**src/rtl/pio_pkg.sv**
```systemverilog
package pio_pkg;
  typedef enum logic [1:0] {
    OP_CTRL  = 2'b00,
    OP_TEST  = 2'b01,
    OP_READ  = 2'b10,
    OP_WRITE = 2'b11
  } op_e;

  typedef enum logic [1:0] {
    S_IDLE,
    S_RX_WAIT,
    S_RX_HOLD,
    S_TX_WAIT
  } seq_st_e;

  localparam int OFS_W    = 2;
  localparam logic [1:0] OFS_DATA = 2'd0;
  localparam logic [1:0] OFS_STAT = 2'd1;
  localparam logic [1:0] OFS_CMD  = 2'd2;

  localparam int ST_BUSY  = 0;
  localparam int ST_READY = 1;
  localparam int ST_AVAIL = 2;
  localparam int ST_ERR   = 3;
  localparam int ST_EN    = 4;
  localparam int ST_IRQ   = 5;
  localparam int ST_BITS  = 6;

  localparam int CTRL_EN_BIT = 2;
endpackage

```
**src/rtl/pio_bus_decode.sv**
```systemverilog
module pio_bus_decode
  import pio_pkg::*;
#(
  parameter int          ADDR_W    = 8,
  parameter logic [ADDR_W-1:0] BASE_ADDR = 8'h40
) (
  input  logic              sel,
  input  logic [ADDR_W-1:0] addr,
  input  logic              wr,
  input  logic              rd,
  output logic              data_wr,
  output logic              data_rd,
  output logic              stat_rd,
  output logic              cmd_wr
);
  localparam int HI_W = ADDR_W - OFS_W;

  logic base_hit;
  logic [3:0] ofs_hit;

  assign base_hit = sel && (addr[ADDR_W-1:OFS_W] == BASE_ADDR[ADDR_W-1:OFS_W]);

  for (genvar g = 0; g < 4; g++) begin : g_ofs
    assign ofs_hit[g] = base_hit && (addr[OFS_W-1:0] == OFS_W'(g));
  end

  assign data_wr = wr && ofs_hit[OFS_DATA];
  assign data_rd = rd && ofs_hit[OFS_DATA];
  assign stat_rd = rd && ofs_hit[OFS_STAT];
  assign cmd_wr  = wr && ofs_hit[OFS_CMD];

  logic unused_hi;
  assign unused_hi = (HI_W > 0) ? 1'b0 : 1'b0;
endmodule

```
**src/rtl/pio_link.sv**
```systemverilog
module pio_link #(
  parameter int DATA_W = 8
) (
  input  logic              clk,
  input  logic              rst,
  input  logic              rx_en,
  input  logic              tx_en,
  input  logic [DATA_W-1:0] tx_byte,
  input  logic              rx_valid,
  output logic              rx_ready,
  input  logic [DATA_W-1:0] rx_data,
  input  logic              rx_par,
  output logic              tx_valid,
  input  logic              tx_ready,
  output logic [DATA_W-1:0] tx_data,
  output logic              tx_par,
  output logic              rx_fire,
  output logic [DATA_W-1:0] rx_byte,
  output logic              rx_perr,
  output logic              tx_fire
);
  assign rx_ready = rx_en;
  assign rx_fire  = rx_valid && rx_en;
  assign rx_byte  = rx_data;
  assign rx_perr  = (^rx_data) != rx_par;

  assign tx_valid = tx_en;
  assign tx_data  = tx_byte;
  assign tx_par   = ^tx_byte;
  assign tx_fire  = tx_en && tx_ready;


  tx_hold_chk: assert property (@(posedge clk) disable iff (rst)
    tx_valid && !tx_ready |=> tx_valid && $stable(tx_data) && $stable(tx_par));


  one_dir_chk: assert property (@(posedge clk) disable iff (rst)
    $onehot0({rx_ready, tx_valid}));
endmodule

```
**src/rtl/pio_seq.sv**
```systemverilog
module pio_seq
  import pio_pkg::*;
#(
  parameter int DATA_W = 8
) (
  input  logic              clk,
  input  logic              rst,
  input  logic              data_wr,
  input  logic              data_rd,
  input  logic              cmd_wr,
  input  logic [DATA_W-1:0] wdata,
  input  logic              rx_fire,
  input  logic [DATA_W-1:0] rx_byte,
  input  logic              rx_perr,
  input  logic              tx_fire,
  input  logic              irq_ack,
  output logic              rx_en,
  output logic              tx_en,
  output logic [DATA_W-1:0] data_q,
  output logic [ST_BITS-1:0] status,
  output logic              irq,
  output logic              dev_en
);
  seq_st_e state;
  logic    avail, err, busy;
  op_e     op;
  logic    irq_set, rx_done, tx_done;

  assign op      = op_e'(wdata[1:0]);
  assign busy    = (state != S_IDLE);
  assign rx_done = (state == S_RX_WAIT) && rx_fire;
  assign tx_done = (state == S_TX_WAIT) && tx_fire;
  assign irq_set = rx_done || tx_done ||
                   (cmd_wr && (op == OP_CTRL || op == OP_TEST));

  always_ff @(posedge clk) begin
    if (rst) begin
      state  <= S_IDLE;
      data_q <= '0;
      avail  <= 1'b0;
      err    <= 1'b0;
      dev_en <= 1'b0;
      irq    <= 1'b0;
    end else begin
      if (irq_set)      irq <= 1'b1;
      else if (irq_ack) irq <= 1'b0;

      case (state)
        S_IDLE: begin
          if (data_wr) data_q <= wdata;
          if (cmd_wr && op == OP_READ)  state <= S_RX_WAIT;
          if (cmd_wr && op == OP_WRITE) state <= S_TX_WAIT;
        end
        S_RX_WAIT: begin
          if (rx_fire) begin
            data_q <= rx_byte;
            avail  <= 1'b1;
            state  <= S_RX_HOLD;
            if (rx_perr) err <= 1'b1;
          end
        end
        S_RX_HOLD: begin
          if (data_rd) begin
            avail <= 1'b0;
            state <= S_IDLE;
          end
        end
        default: begin
          if (tx_fire) state <= S_IDLE;
        end
      endcase

      if (cmd_wr && op == OP_CTRL) begin
        dev_en <= wdata[CTRL_EN_BIT];
        err    <= 1'b0;
      end
      if (cmd_wr && busy && (op == OP_READ || op == OP_WRITE)) err <= 1'b1;
    end
  end

  assign rx_en = (state == S_RX_WAIT);
  assign tx_en = (state == S_TX_WAIT);

  always_comb begin
    status           = '0;
    status[ST_BUSY]  = busy;
    status[ST_READY] = !busy;
    status[ST_AVAIL] = avail;
    status[ST_ERR]   = err;
    status[ST_EN]    = dev_en;
    status[ST_IRQ]   = irq;
  end


  avail_clear_chk: assert property (@(posedge clk) disable iff (rst)
    data_rd && state == S_RX_HOLD |=> !avail && !busy);


  irq_ack_chk: assert property (@(posedge clk) disable iff (rst)
    irq_ack && !irq_set |=> !irq);


  busy_cmd_err_chk: assert property (@(posedge clk) disable iff (rst)
    cmd_wr && busy && wdata[1] |=> err);


  avail_irq_chk: assert property (@(posedge clk) disable iff (rst)
    $rose(avail) |-> irq && busy);
endmodule

```
**src/rtl/pio_port.sv**
```systemverilog
module pio_port
  import pio_pkg::*;
#(
  parameter int                ADDR_W    = 8,
  parameter int                DATA_W    = 8,
  parameter logic [ADDR_W-1:0] BASE_ADDR = 8'h40
) (
  input  logic              clk,
  input  logic              rst,
  input  logic              cpu_sel,
  input  logic [ADDR_W-1:0] cpu_addr,
  input  logic              cpu_wr,
  input  logic              cpu_rd,
  input  logic [DATA_W-1:0] cpu_wdata,
  output logic [DATA_W-1:0] cpu_rdata,
  output logic              irq,
  input  logic              irq_ack,
  output logic              dev_en,
  input  logic              rx_valid,
  output logic              rx_ready,
  input  logic [DATA_W-1:0] rx_data,
  input  logic              rx_par,
  output logic              tx_valid,
  input  logic              tx_ready,
  output logic [DATA_W-1:0] tx_data,
  output logic              tx_par
);
  logic data_wr, data_rd, stat_rd, cmd_wr;
  logic rx_en, tx_en, rx_fire, rx_perr, tx_fire;
  logic [DATA_W-1:0] data_q, rx_byte;
  logic [ST_BITS-1:0] status;

  pio_bus_decode #(.ADDR_W(ADDR_W), .BASE_ADDR(BASE_ADDR)) u_dec (
    .sel(cpu_sel), .addr(cpu_addr), .wr(cpu_wr), .rd(cpu_rd),
    .data_wr(data_wr), .data_rd(data_rd), .stat_rd(stat_rd), .cmd_wr(cmd_wr)
  );

  pio_seq #(.DATA_W(DATA_W)) u_seq (
    .clk(clk), .rst(rst), .data_wr(data_wr), .data_rd(data_rd),
    .cmd_wr(cmd_wr), .wdata(cpu_wdata), .rx_fire(rx_fire),
    .rx_byte(rx_byte), .rx_perr(rx_perr), .tx_fire(tx_fire),
    .irq_ack(irq_ack), .rx_en(rx_en), .tx_en(tx_en), .data_q(data_q),
    .status(status), .irq(irq), .dev_en(dev_en)
  );

  pio_link #(.DATA_W(DATA_W)) u_link (
    .clk(clk), .rst(rst), .rx_en(rx_en), .tx_en(tx_en), .tx_byte(data_q),
    .rx_valid(rx_valid), .rx_ready(rx_ready), .rx_data(rx_data),
    .rx_par(rx_par), .tx_valid(tx_valid), .tx_ready(tx_ready),
    .tx_data(tx_data), .tx_par(tx_par), .rx_fire(rx_fire),
    .rx_byte(rx_byte), .rx_perr(rx_perr), .tx_fire(tx_fire)
  );

  always_comb begin
    cpu_rdata = '0;
    if (data_rd)      cpu_rdata = data_q;
    else if (stat_rd) cpu_rdata = DATA_W'(status);
  end


  sel_gate_chk: assert property (@(posedge clk) disable iff (rst)
    !cpu_sel |-> cpu_rdata == '0);
endmodule

```
**config.mk**
```make
export PLATFORM = sky130hd
export DESIGN_NAME = pio_port
export DESIGN_NICKNAME = d
export VERILOG_FILES = /design/src/rtl/pio_pkg.sv /design/src/rtl/pio_bus_decode.sv /design/src/rtl/pio_link.sv /design/src/rtl/pio_seq.sv /design/src/rtl/pio_port.sv
export SDC_FILE = /design/constraint.sdc
export NUM_CORES = 1
export LEC_CHECK = 0
export ABC_AREA = 1
export BUFFER_PORTS_ARGS = -buffer_cell sky130_fd_sc_hd__buf_2
export CAP_MARGIN = 15
export CORE_ASPECT_RATIO = 0.6
export CORE_MARGIN = 4
export CORE_UTILIZATION = 35
export DETAILED_ROUTE_END_ITERATION = 7
export PLACE_DENSITY = 0.62
export REMOVE_ABC_BUFFERS = 1
export SYNTH_ARGS = -nofsm -noshare
export SYNTH_HDL_FRONTEND = slang
export SYNTH_SLANG_ARGS = --single-unit
```
**constraint.sdc**
```tcl
create_clock -name clk -period 2.08 [get_ports clk]
set_input_delay 0.104 -clock clk [delete_from_list [all_inputs] [get_ports clk]]
set_output_delay 0.104 -clock clk [all_outputs]
set_load 0.02 [all_outputs]
```
; Word level (Yosys, flattened, before mapping)
; Index checks and enable logic that the tools add are counted.
; W data, S select, Z words.
[classes]
eq_ne = 14
muxes = 21
n_reduce_logical = 40
[ops]
columns = operator, n
row1 = $mux W8, 3
row2 = $logic_and A1 B1 Y1, 18
row3 = $pmux W8 S2, 1
row4 = $reduce_xor A8 Y1, 2
row5 = $eq A2 B2 Y1 const B, 5
row6 = $mux W2, 5
row7 = $mux W1, 9
row8 = $reduce_and A3 Y1, 3
row9 = $reduce_bool A3 Y1, 3
row10 = $reduce_bool A2 Y1, 4
row11 = $eq A2 B1 Y1 const B, 3
row12 = $eq A6 B5 Y1 const B, 1
row13 = $logic_not A2 Y1, 3
row14 = $mux W6, 1
row15 = $ne A2 B2 Y1 const B, 3
row16 = $pmux W2 S3, 1
row17 = $logic_or A1 B1 Y1, 4
row18 = $reduce_and A4 Y1, 1
row19 = $reduce_bool A4 Y1, 1
row20 = $ne A3 B1 Y1 const B, 1
row21 = $pmux W1 S2, 1
row22 = $logic_not A1 Y1, 1
row23 = $ne A1 B1 Y1, 1
[word_totals]
register_bits = 14
input_bits = 33
wordCells = 81

; Longest topological paths before layout
; Gate-level depths: netlist of run 1.
[depth]
ltp_word = 8
depth_mapped = 10
ltp_nobuf = 10

; Cells and area by module
; Synthesis of run 1 repeated with hierarchy kept, for this count alone.
[unflattened]
hier_cells = 238
hier_area_um2 = 1371.3
[modules_own_cells]
columns = module, area_each_um2, instances, seq_area_each_um2, cells_per_inst
row1 = pio_seq, 780.7, 1, 280.3, 122
row2 = pio_link, 392.9, 1, 0.0, 71
row3 = pio_port, 105.1, 1, 0.0, 24
row4 = pio_bus_decode, 92.6, 1, 0.0, 21

; Least setup slack after synthesis of run 1
; No wires, ideal clock.
[synth_path]
kind = flip-flop to flip-flop
startpoint = register u_seq.state[0]
endpoint = register u_seq.data_q[0]
setup_time_ps = 115
synth_period_minus_slack_ps = 1402
path_slack_ps = 678
stages_incl_launch_ff = 11
path_buffers = 1
required_ps = 1965
t_arrival_ps = 1286
path_cell_list = dfxtp_1 inv_2 nor2_4 inv_2 nor2_4 inv_2 nand2_2 inv_2 buf_6 o21ai_2 a21oi_2
[synth_via]
elab_chain_len = 4
word_cells_on_any_way = 8
cone_classes = eq/ne (3) / mux (1) / reduce/logical (4)
[synth_lines]
columns = item, line
row1 = "start, declared", pio_seq.sv:24  ; seq_st_e state;
row2 = "start signal, assigned", pio_seq.sv:38  ; state <= S_IDLE;
row3 = "start signal, assigned", pio_seq.sv:51  ; if (cmd_wr && op == OP_READ) state <= S_RX_WAIT;
row4 = "start signal, assigned", pio_seq.sv:52  ; if (cmd_wr && op == OP_WRITE) state <= S_TX_WAIT;
row5 = $eq A2 B1 Y1 *, pio_seq.sv:81  ; assign rx_en = (state == S_RX_WAIT);
row6 = via rx_ready, pio_port.sv:20  ; output logic rx_ready,
row7 = $logic_and A1 B1 Y1, pio_link.sv:23  ; assign rx_fire = rx_valid && rx_en;
row8 = $ne A2 B2 Y1 (no line), -
row9 = $reduce_and A3 Y1 (no line), -
row10 = "end signal, assigned", pio_seq.sv:50  ; if (data_wr) data_q <= wdata;
row11 = "end signal, assigned", pio_seq.sv:56  ; data_q <= rx_byte;
row12 = "end, declared", pio_seq.sv:19  ; output logic [DATA_W-1:0] data_q,
; The timed path passes the listed nets; every way through them passes the cells marked *.
; A chain may end at the register's enable or synchronous reset.

; Worst setup path in the final report of run 1
[layout_path]
startpoint = input cpu_addr[5]
endpoint = output cpu_rdata[2]
[layout_via]
elab_chain_len = 6
word_cells_on_any_way = 8
cone_classes = eq/ne (1) / mux (2) / reduce/logical (5)
[layout_lines]
columns = item, line
row1 = "start, declared", pio_port.sv:11  ; input logic [ADDR_W-1:0] cpu_addr,
row2 = $eq A6 B5 Y1 *, pio_bus_decode.sv:21  ; assign base_hit = sel && (addr[ADDR_W-1:OFS_W] == BASE_ADDR[ADDR_W-1:OFS_W]);
row3 = $logic_and A1 B1 Y1 *, pio_bus_decode.sv:21
row4 = $logic_and A1 B1 Y1, pio_bus_decode.sv:24  ; assign ofs_hit[g] = base_hit && (addr[OFS_W-1:0] == OFS_W'(g));
row5 = $logic_and A1 B1 Y1, pio_bus_decode.sv:29  ; assign stat_rd = rd && ofs_hit[OFS_STAT];
row6 = $mux W6, pio_port.sv:57  ; else if (stat_rd) cpu_rdata = DATA_W'(status);
row7 = $mux W8 *, pio_port.sv:56  ; if (data_rd) cpu_rdata = data_q;
row8 = "end, declared", pio_port.sv:15  ; output logic [DATA_W-1:0] cpu_rdata,
; Mark *: on every way between the ends. The rest lies on a longest branch, timed or not.

==> impl_results.md, run 1 <==
- Gpl congestion: between 0.8 and 0.9
- Root buffer cell: clkbuf_8
- Die area: between 4000 and 5000 um2
- CP Launch Type: input pin
- Post-synth design cell area: between 1000 and 1500 um2
- Synthesized instance count: between 150 and 200
- Post-route DRC: 0
- GR Overflow Total: 0
- Slew Limit Fails: 0
- Crit end category: output port
- DR vias: 1248
- Clk Latency, worst-skew pair: about 0.24 ns
- RSZ-0062 raised after global routing: false
- Synth top area share: between 20% and 30%
- Grt met1 use: a little under a quarter
- Port Buffers: between 50 and 60
- Top cell type by total area after synthesis: dfxtp_1
- Final period utilization: 81.8%
- Layout Skew: 0.00254 ns
- Die Y: a little over 50 um
- Placed Cells: 270
- PwrDens: approximately 750 nW/um2
- Wirelength per Cell: between 10 and 15 um
- Ys flop type: dfxtp_1
- Final hold violations: 0
- Global routing's busiest layer: met1
- Gr usage total: 15.0%
- CP Class: in2out
- Chip width: between 70 and 80 um
- # Post-CTS Setup Buffers: 0
- HPWL after DPL: about 2500 um
- H-tree levels: 1
- Final setup viols: 0
- Deepest clock path buffer count: 2
- Hold_ws: 0.0703 ns
- Fillers: 327
- Max VDD drop: 300 uV
- Leak Pwr: about 0.00073 uW
- Clk sink count: 14
- Util after Layout: approximately half
- WP buf/inv: 2
- Register area share after synthesis: about a quarter
- DRT Pass-1 Iters: 4
- EDFF count, synth: 0
- Worst Max-Slew Pin Slew: roughly 0.67 ns
- Met2 usage: between 20% and 30%
- Core area: approximately 2900 um2
- Cell Count, Final, Fillers Out: approximately 270
- Hold Path Stages: 2
- CP max-delay cell: nand3_1
- Synth warnings: 0
- Worst Reg-to-Reg Cells: 9
- Max-slew headroom: between 50% and 60%
- Synth async-reset ratio: 0%
- Max cap viols: 0
- Antenna violations before repair: 0
- Fin nets: between 200 and 300
- CTS tree: done
- Cts hold-fix bufs: 0
- Ports: 54
- Max FO, Critical Path: 12
- Starting Density: between 30% and 40%
- Tmin final: between 1.5 and 2 ns
- Status: finished clean
- Setup TNS: 0 ns
- Iter 0 DRT Violations: approximately 60
- Max frequency: about 600 MHz
- Worst Path Arrival: 1.60 ns
- CP max stage delay: about 0.42 ns
- Layout cells sized above 1: a little under a third
- CTS Buf Count: 3
- Vias in the first global route: 1060
- # resized after CTS: 0
- Crit path max-delay family: simple AND/OR/NAND/NOR gates
- Cells along the critical path: buf_2 > nor2_1 > nand2_1 > nor2_1 > nand3_1 > o21ai_0 > buf_2
- Critical path depth in cells: 7
- Most common cell in the synthesized netlist: nand2_1
- Met3 Usage GRT: 3.35%
- Area grow syn2layout: 33.4%
- First-pass GRT wire length: ~4800 um
- Most common library cells after synthesis: 48 x nand2_1, 28 x inv_1, 16 x o21ai_0
- Total detailed-routing wirelength: between 2000 and 3000 um
- Ant diodes: 0
- Mean post-synth cell area: between 6 and 7 um2
- Netlist cell types: 25
- Routed Antenna Nets: 0
- Worst hold path class: in2reg
- Clock-pin slew on the worst setup and hold paths: around 0.060 ns
- Synth top area cells: dfxtp_1 26%, nand2_1 17%, inv_1 9.7%
- Synth Register Bits: 14
- # rows: 15
- Largest net degree at the start of global routing: 17
- Data required time of the critical path: 1.98 ns
- DR vias/cell: between 4 and 5
-- layout by cell type, fill, tap and decap left out, drive strengths merged --
cell    instances
buf            55
nand2          49
inv            32
o21ai          19
a21oi          17
nor2           15
dfxtp          14
nand3          10
xnor2           9
clkbuf          4
nand4           2
nor4            1
xor2            1
nor3            1
o31ai           1
o21a            1
o21bai          1
-- where the power goes --
part | internal [uW] | total (uW) | switching, uW | leakage [uW]
sequential | 304 | 338 | 34.0 | 0.000113
combinational | 185 | 472 | 287 | 0.000588
clock | 168 | 263 | 95.6 | 0.0000288
total | 656 | 1070 | 417 | 0.000730
-- worst paths after layout --
check	from	slack, ns	endpoint
worst max register to register	u_seq.state[0]	0.60	u_seq.data_q[3]
worst min-delay path	rst	0.07	u_seq.state[0]
worst max-delay path	cpu_addr[5]	0.38	cpu_rdata[2]
worst min register to register	u_seq.dev_en	0.47	u_seq.dev_en
-- cells by family (layout without fill, tap and decap cells) --
group | after synthesis | count (layout) | share of synthesized area [%]
compound gates | 39 | 39 | 20.2
xor+xnor | 10 | 10 | 8.12
buf+inv | 36 | 91 | 13.7
flops | 14 | 14 | 26.0
simple gates | 78 | 78 | 32.0
-- metal layers --
metal	vias up	share of wire (%)
li1	669	-
met1	521	49
met2	54	40
met3	4	10
met4	0	0.79
met5	-	0
-- state kept, by name, indices dropped and copies added (netlist names) --
name	flops
u_seq.dev_en	1
u_seq.irq	1
u_seq.avail	1
u_seq.data_q	8
u_seq.state	2
u_seq.err	1
-- per-stage QoR --
| step | worst slack [ns] | total power, uW | cell area [um2] |
|---|---|---|---|
| 2_1_floorplan | 0.615 | 660 | 1050 |
| 3_3_place_gp | 0.497 | 816 | 1380 |
| 3_5_place_dp | 0.431 | 817 | 1380 |
| 4_1_cts | 0.423 | 1080 | 1440 |
| 5_1_grt | 0.167 | 1160 | 1440 |
| 6_report | 0.378 | 1070 | 1440 |
-- cell type report --
type / count / area, um2 / area share [%]
repair buffers: 55 / 280 / 19.5
inverters: 32 / 120 / 8.35
multi-input cells: 127 / 651 / 45.2
flip-flops and latches: 14 / 280 / 19.5
well taps: 42 / 52.6 / 3.65
clock buffers: 4 / 55.1 / 3.83
(Power assumes the default switching activity.)
==> run 2: changes to the inputs <==
- PLACE_DENSITY: 0.62 -> 0.64
- clock period: 2.08 -> 1.4 ns (I/O delays scaled with it)
==> run 2 against run 1 <==
Compared with the run above: hold slack lost 0.038 ns; register-to-register slack lost 0.39 ns; core utilization grew 2.2 points; die area is the same; wire length grew 6.4%; combinational power grew 57%; clock power grew 45%; critical endpoint is now tx_par.
==> impl_results.md, run 2 (synthesis gave the netlist of run 1 again) <==
- Status: finished clean
- DR vias/cell: about 4.4
- Crit end category: output port
- Final setup viols: 0
- Cells along the critical path: xor2_1 > xnor2_1 > xnor2_1 > buf_2
- Layout Skew: between 0.0002 and 0.00025 ns
- # rows: 15
- CP max-delay cell: dfxtp_2
- DRT Pass-1 Iters: 5
- # Post-CTS Setup Buffers: 0
- HPWL after DPL: about 2600 um
- Reg2Reg Setup Slack: between 0.2 and 0.25 ns
- Slew Limit Fails: 0
- WP buf/inv: 1
- Core area: between 2000 and 3000 um2
- Ports: between 50 and 60
- Flop pwr share: a little under a third
- Area grow syn2layout: 39.2%
- Die area: 4060 um2
- Worst Reg-to-Reg Cells: 9
- Reg2reg end: u_seq.data_q[4]
- Largest net degree at the start of global routing: 17
- Die Y: 51 um
- Max-slew headroom: 78.3%
- Leak Pwr: roughly 0.00077 uW
- Hold_ws: between 0.03 and 0.04 ns
- Routed Antenna Nets: 0
- Worst hold path class: in2reg
- Final period utilization: about 93%
- Crit path max-delay family: XOR/XNOR gates
- Sw Share: a little under two fifths
- Worst R2R Start: u_seq.state[0]
- CP max stage delay: between 0.3 and 0.4 ns
- CTS tree: done
- Vias in the first global route: approximately 1100
- Max cap viols: 0
- Tmin final: between 1 and 1.5 ns
- Max frequency: between 700 and 800 MHz
- Final hold violations: 0
- Hold Path Stages: 2
- Layout cells sized above 1: a little over a third
- HP Start: rst
- Clock-pin slew on the worst setup and hold paths: approximately 0.050 ns
- P_sw: between 600 and 700 uW
- GR Overflow Total: 0
- Starting Density: 37.1%
- Clk pwr share: 23.4%
- Fin nets: approximately 270
- Worst Path Arrival: 1.24 ns
- Fillers: about 300
- Clk sink count: 14
- Post-route DRC: 0
- Largest register FFs: 8
- Iter 0 DRT Violations: between 70 and 80
- Max FO, Critical Path: 3
- CP Launch Type: register
- Most frequent cells in the layout: 53 x buf_2, 48 x nand2_1, 28 x inv_1
- CP Class: reg2out
- CTS Buf Count: 3
- PwrDens: ~1100 nW/um2
- Clk Latency, worst-skew pair: 0.24 ns
- Antenna violations before repair: 0
- Data required time of the critical path: roughly 1.3 ns
- Ant diodes: 0
- Gr usage total: between 15 and 20%
- Largest Register: u_seq.data_q
- Wirelength per Cell: roughly 11 um
- DR vias: around 1200
- Comb power frac: around 46%
- Most common cell after layout, fill and taps aside: buf_2
- Worst Hold Path EP: u_seq.state[0]
- Most used cell, CP: xnor2_1
- Cts hold-fix bufs: 0
- Regs by FF count: u_seq.data_q x8, u_seq.state x2
- Deepest clock path buffer count: 2
- P_int: around 1000 uW
- Port Buffers: 53
- Total detailed-routing wirelength: 3110 um
- Chip width: approximately 80 um
- Worst Max-Slew Pin Slew: roughly 0.32 ns
- Max VDD drop: a little under 600 uV
- Setup TNS: 0 ns
- H-tree levels: 1
- First-pass GRT wire length: slightly below 5000 um
- RSZ-0062 raised after global routing: false
- Gpl congestion: between 0.8 and 0.9
- Root buffer cell: clkbuf_8
==> run 2: per-layer routing <==
| metal | vias up | part of all wire (%) | track usage (%) |
|---|---|---|---|
| met4 | 0 | 0.87 | 3.43 |
| met1 | 524 | 54 | 23.0 |
| met2 | 38 | 39 | 23.3 |
| met3 | 2 | 6.8 | 2.82 |
| li1 | 678 | - | - |
| met5 | - | 0 | 0 |
==> run 2: worst max-delay path by stage <==
stage	startpoint	slack, ns	cells after the start	end
floorplan	u_seq.state[0]	-0.06	9	u_seq.data_q[4]
global placement	cpu_addr[3]	0.12	9	u_seq.state[0]
detailed placement	cpu_addr[3]	0.10	10	u_seq.data_q[3]
CTS	u_seq.data_q[7]	0.02	4	tx_par
global route	u_seq.state[1]	0.006	5	cpu_rdata[1]
finish	u_seq.data_q[2]	0.09	4	tx_par
==> run 2: what timing repair did <==
item	in CTS	in global routing
gates resized for setup	0	9
setup endpoints to repair	0	8
endpoints found under the hold margin	0	0
==> run 2: power groups by stage <==
stage	Combinational [uW]	Sequential, uW	Clock [uW]
after floorplan	435	547	0
after global placement	732	505	0
after detailed placement	735	507	0
after CTS	738	499	388
after global routing	829	514	407
final	743	507	382
==> run 2: stage by stage <==
stage               cell area, um2  setup slack, ns  power [uW]  utilization (%)  std cells
global route                  1500          0.00550        1750             51.6        280
detailed placement            1430            0.102        1240             49.1        276
finish                        1500           0.0923        1630             51.6        280
CTS                           1480           0.0155        1620             51.0        280
global placement              1430            0.122        1240             49.1        276
floorplan                     1050          -0.0646         981                -        173
==> run 2: layout make-up <==
type	count	area (um2)	share of cell area [%]
well taps	42	52.6	3.50
inverters	32	123	8.17
flip-flops and latches	14	285	19.0
multi-input cells	127	661	44.0
repair buffers	61	325	21.7
clock buffers	4	55.1	3.67
==> run 3: changes to the inputs <==
- PLACE_DENSITY: 0.64 -> 0.62
- clock period: 1.4 -> 1.43 ns (I/O delays scaled with it)
==> run 3 against run 2 <==
Compared with the run above: power fell by 2.1%; hold slack better by 0.0044 ns; worst setup slack improved by 0.012 ns; cell count down 0.71%; wire length shrank 4.3%; first-iteration DRC count rose by 9.1%; clock-buffer cell count is the same; critical endpoint unchanged.
==> impl_results.md, run 3 (synthesis gave the netlist of run 1 again) <==
- CTS Buf Count: 3
- Cts hold-fix bufs: 0
- GR Overflow Total: 0
- # rows: 15
- CP Launch Type: register
- Routed Antenna Nets: 0
- Max cap viols: 0
- Clock-pin slew on the worst setup and hold paths: about 0.060 ns
- DR vias/cell: around 4.4
- Slew Limit Fails: 0
- DP Worst Slack: just over 0.1 ns
- Final period utilization: 92.7%
- H-tree levels: 1
- # resized after CTS: 0
- Data required time of the critical path: ~1.4 ns
- Wirelength per Cell: 10.7 um
- Clk Latency, worst-skew pair: ~0.24 ns
- CP Class: reg2out
- Starting Density: ~37%
- Ports: 54
- Vias in the first global route: ~1000
- Layout Skew: roughly 0.0028 ns
- Fin worst setup slack: 0.105 ns
- CTS tree: done
- Iter 0 DRT Violations: 84
- Layout cells sized above 1: approximately 33%
- # Post-CTS Setup Buffers: 0
- Largest register FFs: 8
- Root buffer cell: clkbuf_8
- Fin nets: 270
- Worst Max-Slew Pin Slew: approximately 0.33 ns
- Ant diodes: 0
- Max-slew headroom: between 70% and 80%
- Core area: just under 3000 um2
- Antenna violations before repair: 0
- Worst Path Arrival: between 1 and 1.5 ns
- Die Y: around 51 um
- Largest net degree at the start of global routing: 17
- Gr usage total: 14.7%
- Die area: around 4000 um2
- RSZ-0062 raised after global routing: false
- Gpl congestion: about 0.82
- Regs by FF count: u_seq.data_q x8, u_seq.state x2
- Tmin final: between 1 and 1.5 ns
- Crit end category: output port
- Status: finished clean
- Max FO, Critical Path: 3
- Clk sink count: 14
- Final hold violations: 0
- DR vias: roughly 1200
- Final setup viols: 0
- Port Buffers: 53
- Max frequency: around 750 MHz
- Util after Layout: roughly 51%
- Chip width: around 80 um
- Reg2Reg Setup Slack: 0.11 ns
- Most common cell after layout, fill and taps aside: buf_2
- Area grow syn2layout: 37.2%
- Post-route DRC: 0
- Hold_ws: between 0.03 and 0.04 ns
- Worst hold path class: in2reg
- First-pass GRT wire length: 4670 um
- Leak Pwr: approximately 0.00075 uW
- Total detailed-routing wirelength: 2970 um
- PwrDens: roughly 1100 nW/um2
- Deepest clock path buffer count: 2
- Largest Register: u_seq.data_q
- HPWL after DPL: roughly 2500 um
- Most frequent cells in the layout: 53 x buf_2, 48 x nand2_1, 28 x inv_1
- Total Power: approximately 1600 uW
- Max VDD drop: roughly 480 uV
- DRT Pass-1 Iters: 5
-- run 3: critical path, stage by stage, from the launching register on --
cell and delay [ns]:
dfxtp_1 0.38, xor2_1 0.18, xnor2_1 0.15, xnor2_1 0.13, buf_2 0.17
-- run 3: area by class of cell --
cell class | count | area [um2]
repair buffers | 59 | 310
fillers | 302 | 1430
clock buffers | 4 | 55.1
inverters | 32 | 120
flip-flops and latches | 14 | 282
well taps | 42 | 52.6
multi-input cells | 127 | 661
-- run 3: final timing paths --
check,startpoint,to,cells past startpoint
max reg2reg,u_seq.state[0],u_seq.data_q[3],9
min,rst,u_seq.state[0],2
min reg2reg,u_seq.dev_en,u_seq.dev_en,2
max,u_seq.data_q[2],tx_par,4
-- run 3: report_power, final --
group          total, uW  switching, uW  internal (uW)  leakage [uW]
sequential           487           45.6            442      0.000114
clock                377            134            244     0.0000288
combinational        733            439            294      0.000609
total               1600            618            979      0.000751
-- run 3: per-layer routing --
layer	wire length (um)	global-route usage, %	vias to the layer above
met4	21	4.29	0
met5	0	0	-
met1	1620	23.1	504
li1	-	-	671
met2	1060	19.1	46
met3	265	3.52	2
-- run 3: stage by stage --
stage,area [um2],std cells,setup TNS [ns]
2_1_floorplan,1050,173,-0.208
3_3_place_gp,1410,274,0
3_5_place_dp,1410,274,0
4_1_cts,1470,278,0
5_1_grt,1480,278,0
6_report,1480,278,0
